--- config.mk ---
export PLATFORM = sky130hd
export DESIGN_NAME = dds_ctrl_loader
export DESIGN_NICKNAME = d
export VERILOG_FILES = /design/src/rtl/dds_loader_pkg.sv /design/src/rtl/dds_edge_sync.sv /design/src/rtl/dds_load_ctrl.sv /design/src/rtl/dds_load_dp.sv /design/src/rtl/dds_ctrl_loader.sv
export SDC_FILE = /design/constraint.sdc
export NUM_CORES = 1
export LEC_CHECK = 0
export ABC_AREA = 1
export BUFFER_PORTS_ARGS = -buffer_cell sky130_fd_sc_hd__buf_2
export CORE_MARGIN = 2
export CORE_UTILIZATION = 36
export DETAILED_ROUTE_END_ITERATION = 8
export PLACE_DENSITY = 0.62
export SLEW_MARGIN = 20
export SYNTH_ARGS = -nofsm -noshare
export SYNTH_HDL_FRONTEND = slang
export SYNTH_SLANG_ARGS = --single-unit
export TNS_END_PERCENT = 20
--- constraint.sdc ---
create_clock -name clk -period 2.8 [get_ports clk]
set_input_delay 0.56 -clock clk [delete_from_list [all_inputs] [get_ports clk]]
set_output_delay 0.56 -clock clk [all_outputs]
set_load 0.05 [all_outputs]
--- src/rtl/dds_loader_pkg.sv ---
`timescale 1ns/1ps
package dds_loader_pkg;
  // word format
  localparam int FREQ_W    = 32;
  localparam int PHASE_W   = 5;
  localparam int CTL_W     = 2;
  localparam int BUS_W     = 8;
  localparam int WORD_W    = FREQ_W + CTL_W + 1 + PHASE_W;
  localparam int NUM_BYTES = WORD_W / BUS_W;
  localparam int PTR_W     = $clog2(NUM_BYTES + 1);
  // bit positions inside the assembled word (serial order, W0 at bit 0)
  localparam int CTL_LSB   = FREQ_W;
  localparam int PD_BIT    = FREQ_W + CTL_W;
  localparam int PHASE_LSB = PD_BIT + 1;

  localparam logic [CTL_W-1:0] CTL_RUN    = 2'b00;
  localparam logic [CTL_W-1:0] CTL_SERIAL = 2'b11;

  // strobes from control to datapath
  typedef struct packed {
    logic             writeByte;
    logic             shiftBit;
    logic             commit;
    logic [PTR_W-1:0] bytePtr;
  } loadStrb_t;
endpackage

--- src/rtl/dds_edge_sync.sv ---
`timescale 1ns/1ps
module dds_edge_sync #(
  parameter int STAGES = 2
) (
  input  logic clk,
  input  logic pinIn,
  output logic rise
);
  // free-running chain: keeps tracking the pin level through reset
  logic [STAGES-1:0] chain;
  logic              prevLvl;

  always_ff @(posedge clk) begin
    chain   <= {chain[STAGES-2:0], pinIn};
    prevLvl <= chain[STAGES-1];
  end

  assign rise = chain[STAGES-1] & ~prevLvl;
endmodule

--- src/rtl/dds_load_ctrl.sv ---
`timescale 1ns/1ps
module dds_load_ctrl
  import dds_loader_pkg::*;
#(
  parameter int RECOVER_CYC = 2
) (
  input  logic             clk,
  input  logic             rst,
  input  logic             wordRise,
  input  logic             updRise,
  input  logic [CTL_W-1:0] ctlBits,
  output loadStrb_t        strb,
  output logic             serialMode
);
  localparam int RC_W = $clog2(RECOVER_CYC + 2);
  localparam logic [RC_W-1:0]  RC_INIT  = RC_W'(RECOVER_CYC);
  localparam logic [PTR_W-1:0] PTR_FULL = PTR_W'(NUM_BYTES);

  logic [RC_W-1:0]  recoverCnt;
  logic [PTR_W-1:0] bytePtr;
  logic             live, updOk, wordOk, ptrRoom;

  assign live    = (recoverCnt == '0);
  assign updOk   = updRise & live;
  assign wordOk  = wordRise & live & ~updOk;   // update wins a tie
  assign ptrRoom = (bytePtr < PTR_FULL);

  always_ff @(posedge clk) begin
    if (rst) begin
      recoverCnt <= RC_INIT;
    end else if (!live) begin
      recoverCnt <= recoverCnt - 1'b1;
    end
  end

  always_ff @(posedge clk) begin
    if (rst) begin
      bytePtr <= '0;
    end else if (updOk) begin
      bytePtr <= '0;
    end else if (wordOk && !serialMode && ptrRoom) begin
      bytePtr <= bytePtr + 1'b1;
    end
  end

  always_ff @(posedge clk) begin
    if (rst) begin
      serialMode <= 1'b0;
    end else if (updOk && (ctlBits == CTL_SERIAL)) begin
      serialMode <= 1'b1;
    end
  end

  always_comb begin
    strb.writeByte = wordOk & ~serialMode & ptrRoom;
    strb.shiftBit  = wordOk & serialMode;
    strb.commit    = updOk & (ctlBits == CTL_RUN);
    strb.bytePtr   = bytePtr;
  end
endmodule

--- src/rtl/dds_load_dp.sv ---
`timescale 1ns/1ps
module dds_load_dp
  import dds_loader_pkg::*;
(
  input  logic               clk,
  input  logic               rst,
  input  logic [BUS_W-1:0]   dataIn,
  input  loadStrb_t          strb,
  output logic [CTL_W-1:0]   ctlBits,
  output logic [FREQ_W-1:0]  freqWord,
  output logic [PHASE_W-1:0] phaseWord,
  output logic               powerDown
);
  logic [WORD_W-1:0] inReg, nextReg;

  // slot 0 is the control byte at the top; slots 1.. are frequency bytes, MSB first
  function automatic int laneLsb(int slot);
    return (slot == 0) ? (WORD_W - BUS_W) : (FREQ_W - slot * BUS_W);
  endfunction

  always_comb begin
    nextReg = inReg;
    if (strb.shiftBit) begin
      nextReg = {dataIn[BUS_W-1], inReg[WORD_W-1:1]};
    end else if (strb.writeByte) begin
      for (int s = 0; s < NUM_BYTES; s++) begin
        if (strb.bytePtr == PTR_W'(s)) begin
          nextReg[laneLsb(s) +: BUS_W] = dataIn;
        end
      end
    end
  end

  // input register survives reset
  always_ff @(posedge clk) begin
    inReg <= nextReg;
  end

  always_ff @(posedge clk) begin
    if (rst) begin
      freqWord  <= '0;
      phaseWord <= '0;
      powerDown <= 1'b0;
    end else if (strb.commit) begin
      freqWord  <= inReg[FREQ_W-1:0];
      phaseWord <= inReg[PHASE_LSB +: PHASE_W];
      powerDown <= inReg[PD_BIT];
    end
  end

  assign ctlBits = inReg[CTL_LSB +: CTL_W];
endmodule

--- src/rtl/dds_ctrl_loader.sv ---
`timescale 1ns/1ps
module dds_ctrl_loader
  import dds_loader_pkg::*;
#(
  parameter int SYNC_STAGES = 2,
  parameter int RECOVER_CYC = 2
) (
  input  logic               clk,
  input  logic               rst,
  input  logic [BUS_W-1:0]   dataIn,
  input  logic               wordClk,
  input  logic               updStrobe,
  output logic [FREQ_W-1:0]  freqWord,
  output logic [PHASE_W-1:0] phaseWord,
  output logic               powerDown
);
  logic             wordRise, updRise, serialMode;
  logic [CTL_W-1:0] ctlBits;
  loadStrb_t        strb;

  dds_edge_sync #(.STAGES(SYNC_STAGES)) u_wordSync (
    .clk(clk), .pinIn(wordClk), .rise(wordRise)
  );

  dds_edge_sync #(.STAGES(SYNC_STAGES)) u_updSync (
    .clk(clk), .pinIn(updStrobe), .rise(updRise)
  );

  dds_load_ctrl #(.RECOVER_CYC(RECOVER_CYC)) u_ctrl (
    .clk(clk), .rst(rst), .wordRise(wordRise), .updRise(updRise),
    .ctlBits(ctlBits), .strb(strb), .serialMode(serialMode)
  );

  dds_load_dp u_dp (
    .clk(clk), .rst(rst), .dataIn(dataIn), .strb(strb), .ctlBits(ctlBits),
    .freqWord(freqWord), .phaseWord(phaseWord), .powerDown(powerDown)
  );
endmodule

======== After elaboration in Yosys (flattened, before gate mapping) ========
Cells that the tools add are included.
Widths: inputs -> output; s select.
word-level totals
  flip-flop bits (word level) ............. 90
  bits in latches ......................... 0
  RAM bits ................................ 0
  memory bits (read-only) ................. 0
  output and inout port bits .............. 38
  word-level logic and storage cells ...... 62
  memories ................................ 0
operators by class
  add/subtract/negate cells ............... 2
  $mul .................................... 0
  divide/modulo/power cells ............... 0
  $lt $le $gt $ge ......................... 1
  eq/ne operators ......................... 5
  shifts and indexed selects .............. 0
  muxes and demuxes ....................... 7
  bitwise operators ....................... 13
  reduce and logical (&&, ||, !) cells .... 19
operators by type and width
  cell                 count
  $mux 40              2
  $mux 8               5
  $reduce_bool 2->1    6
  $reduce_and 2->1     5
  $and 1x1->1          9
  $eq 3x2->1 const B   2
  $logic_not 2->1      2
  $not 1->1            4
  $add 3x1->3 const B  1
  $eq 3x1->1 const B   1
  $eq 3x3->1 const B   1
  $logic_and 1x1->1    3
  $logic_not 3->1      1
  $lt 3x3->1 const B   1
  $eq 2x2->1 const B   1
  $reduce_or 2->1      1
  $sub 2x1->2 const B  1
  $logic_not 1->1      1

======== Logic depth before layout (Yosys ltp) ========
  depth in word-level cells ............... 9
  mapped depth ............................ 9
  gate-level depth less buffers ........... 9

======== Modules after synthesis ========
Synthesis repeated with hierarchy kept, for this count alone.
unflattened totals
  cell total of the unflattened synthesis .. 377
  area total of the unflattened synthesis .. 3,547.2 um^2
by module, submodules not included
  module         instances  cells each  area an instance (um^2)  sequential area each (um^2)
  dds_load_dp    1          319         3,070.4                  1,961.9
  dds_load_ctrl  1          48          336.6                    120.1
  dds_edge_sync  2          5           70.1                     60.1

======== Worst setup path before layout ========
Ideal clock, no wire load.
  path kind ............................... reg2reg
  from .................................... register u_ctrl.recoverCnt[0]
  to ...................................... register u_dp.inReg[0] (enable)
  arrival ................................. 1.670 ns
  required time ........................... 2.416 ns
  path slack .............................. 0.746 ns
  stages on the path, launching flop included .. 8
  buffers on the path ..................... 0
  cells stage by stage .................... dfxtp_1 -> inv_1 -> ha_1 -> nand2_1 -> nor2_4 -> nor2_4 -> nand2_1 -> o21ai_0
on the way
  longest elaborated chain between the ends .. 8
ends and longest elaborated chain
  element                       RTL line             source
  start, declared               dds_load_ctrl.sv:19  logic [RC_W-1:0] recoverCnt;
  start signal, assigned        dds_load_ctrl.sv:32  recoverCnt <= recoverCnt - 1'b1;
  $logic_not 2->1 *             dds_load_ctrl.sv:23  assign live = (recoverCnt == '0);
  $and 1x1->1                   dds_load_ctrl.sv:24  assign updOk = updRise & live;
  $not 1->1                     dds_load_ctrl.sv:25  assign wordOk = wordRise & live & ~updOk;
  $and 1x1->1 *                 dds_load_ctrl.sv:25
  $and 1x1->1 (2 in a row)      dds_load_ctrl.sv:55  strb.writeByte = wordOk & ~serialMode & ptrRoom;
  $reduce_bool 2->1 (no line)   n/a
  $reduce_and 2->1 (no line) *  n/a
  end signal, assigned          dds_load_dp.sv:36    inReg <= nextReg;
  end, declared                 dds_load_dp.sv:14    logic [WORD_W-1:0] inReg, nextReg;
Every way passes the cells marked *; elsewhere a longest branch is shown, timed or not.
A chain may end at the register's enable or synchronous reset.

======== Final worst setup path ========
  from .................................... register u_ctrl.recoverCnt[0]
  to ...................................... register u_dp.inReg[4] (enable)
Same word-level chain as after synthesis.

==> impl_metrics.yaml <==
outcome:
  status: "completed"
floorplan:
  num_io_pins: 50
  fp.dieArea_sq_um: 10700
  start_util_pct: 36.8
  fp.coreArea_sq_um: 9680
  row_count: 36
  die_width_um: 103
  fp.dieH_um: 103
place:
  place_hpwl_mm: 5.26
  gp_congestion: 0.811
  io_buffers: 49
setup_path:
  r2r-end: "u_dp.inReg[4]"
  cp.arrival_ns: 2.31
  path_max_fanout: 20
  cp-start-kind: "register"
  worstSetupPathType: "register to register"
  r2r_start: "u_ctrl.recoverCnt[0]"
  setup.worst_path.end_class: "register"
  reg2reg_depth: 7
  r2r_slack_ns: 0.56
  required_ns: 2.87
timing:
  period_share_pct: 80.0
  hold_slack_ns: 0.301
  fmax_mhz: 447
  rsz0062_at_grt: "false"
  final_max_slew_viol_count: 0
  setup_viol: 0
  relSlewSlack_pct: 65.7
  skew_ns: 0.00983
  hold_viol_final: 0
  worst_pin_slew_ns: 0.513
  tns_ns: 0
  min_period_ns: 2.24
global_route:
  grt_max_degree: 39
  grt_pass1_wl_mm: 12.4
  overflow: 0
  antenna_found_initial: 0
  grt_pass1_vias: 2441
  grtUsageTotal_pct: 15.5
final_layout:
  antennaDiodeCount: 0
  fin_nets: 438
  drive_above_1_share_pct: 19.8
  nFillCells: 970
  areaGrowthSynthToFinish_pct: 15.6
logic_synthesis:
  synth_nets: 393
  yosysWarningCount: 0
  seq_area_frac_synth_pct: 61.9
  syn-cell-area_sq_um: 3560
  synth_cell_types: 17
  synth.avg_cell_area_sq_um: 9.49
  ys_ff_latch: 90
  synth_cells: 375
clocking:
  hold_buffers: 0
  clock_path_buffers: 2
  cts-resized-gates: 0
  clk_latency_ns: 0.36
  cts_made_buffers: 9
  cts_num_sinks: 90
  htreeDepth: 3
  cts-root-buf: "clkbuf_8"
  clk_pin_slew_ns: 0.08
  cts_tree: "done"
  cts_setup_buffers: 0
route:
  drc: 0
  dr.pass1.iters: 4
  via_count: 2683
  routedWlPerCell_um: 14.2
  drtIter0Drc: 172
  routed_via_density: 4.82
  drt-total-wl_mm: 7.90
  antenna_left: 0
run:
  max-cap-violations: 0
pwr:
  leakage_nw: 1.61
  p_per_area_nw_per_um2: 626
  ir_drop_v: 0.000204
  finalPower_mw: 2.57
worst_hold_path:
  min_to: "u_wordSync.chain[0]"
  min_from: "wordClk"
  hold_class: "primary input to register"
  min_delay_path_depth: 1
cells in the final DEF, fill, tap and decap left out, types with 6 or more instances in the layout:
cell,instances
a21oi_1,40
dfxtp_1,50
clkbuf_8,11
ha_1,6
o21ai_0,6
nand2_2,6
buf_4,12
buf_2,49
nand3_1,81
nand2_1,94
inv_1,8
nor2_1,12
edfxtp_1,40
layout make-up:
cell class	instances	area (sq um)	area share, %
clock buffer	13	180	4.38
clock inverter	2	10.0	0.243
inverter	8	30.0	0.730
multi-input combinational	250	1190	28.9
sequential	90	2200	53.5
tap	133	166	4.05
timing repair buffer	61	335	8.15
sequential cells by signal, summed over array words and instances (netlist names):
register and count:
u_dp.powerDown 1, u_ctrl.recoverCnt 2, u_ctrl.serialMode 1, u_wordSync.chain 2, u_dp.freqWord 32, u_dp.inReg 40
u_ctrl.bytePtr 3, u_updSync.chain 2, u_wordSync.prevLvl 1, u_updSync.prevLvl 1, u_dp.phaseWord 5
cells in the mapped netlist:
cell type / number / area [sq um]
nand2_1: 94 / 353
nand3_1: 81 / 405
dfxtp_1: 50 / 1000
a21oi_1: 40 / 200
edfxtp_1: 40 / 1200
buf_2: 13 / 65.1
nor2_1: 13 / 48.8
clkbuf_1: 10 / 37.5
inv_1: 8 / 30.0
ha_1: 6 / 75.1
nand2_2: 6 / 37.5
o21ai_0: 6 / 30.0
buf_4: 2 / 15.0
buf_6: 2 / 22.5
nor2_4: 2 / 22.5
nand4_1: 1 / 6.26
xor2_1: 1 / 8.76
how the worst max path moves through the flow:
stage                              to                 start  cells after the start  slack (ns)
finish                  u_dp.inReg[4]  u_ctrl.recoverCnt[0]                      7        0.56
global route        u_dp.phaseWord[4]  u_ctrl.recoverCnt[0]                      9        0.36
CTS                 u_dp.freqWord[20]  u_ctrl.recoverCnt[0]                      9        0.55
detailed placement  u_dp.freqWord[20]  u_ctrl.recoverCnt[0]                      9        0.57
global placement    u_dp.phaseWord[3]  u_ctrl.recoverCnt[0]                      9        0.65
floorplan               u_dp.inReg[0]  u_ctrl.recoverCnt[0]                      7        0.75
cells by family after synthesis:
group | synth area share [%]
AO/OA/AOI/OAI | 6.47
XOR/XNOR | 0.246
flip-flops | 61.9
AND/OR/NAND/NOR | 24.5
adder cells (fa/ha/maj) | 2.11
buffers and inverters | 4.78
stage by stage:
stage | cells | cell area, sq um | setup slack, ns | utilization (%)
2_1_floorplan | 375 | 3560 | 0.746 | -
3_3_place_gp | 542 | 3920 | 0.655 | 40.5
3_5_place_dp | 542 | 3920 | 0.572 | 40.5
4_1_cts | 557 | 4110 | 0.550 | 42.5
5_1_grt | 557 | 4110 | 0.355 | 42.5
6_report | 557 | 4110 | 0.561 | 42.5
metal layers:
| metal | vias to the layer above | share of wire (%) | track usage [%] |
|---|---|---|---|
| met1 | 1215 | 50 | 23.3 |
| li1 | 1364 | - | - |
| met5 | - | 0 | 0 |
| met3 | 11 | 7.3 | 4.17 |
| met2 | 93 | 42 | 20.8 |
| met4 | 0 | 1.6 | 6.28 |
critical path, stage by stage, from the launching register on:
cell	delay [ns]
dfxtp_1	0.33
inv_1	0.06
ha_1	0.26
nand3_1	0.17
nor2_4	0.42
nand2_1	0.22
o21ai_0	0.27
buf_4	0.22
where the power goes:
group / total [mW] / leakage, nW / switching [mW] / internal [mW]
registers: 1.44 / 0.766 / 0.0261 / 1.42
clock network: 0.856 / 0.100 / 0.437 / 0.418
logic: 0.277 / 0.740 / 0.200 / 0.0771
total: 2.57 / 1.61 / 0.663 / 1.91
(Power assumes the default switching activity.)
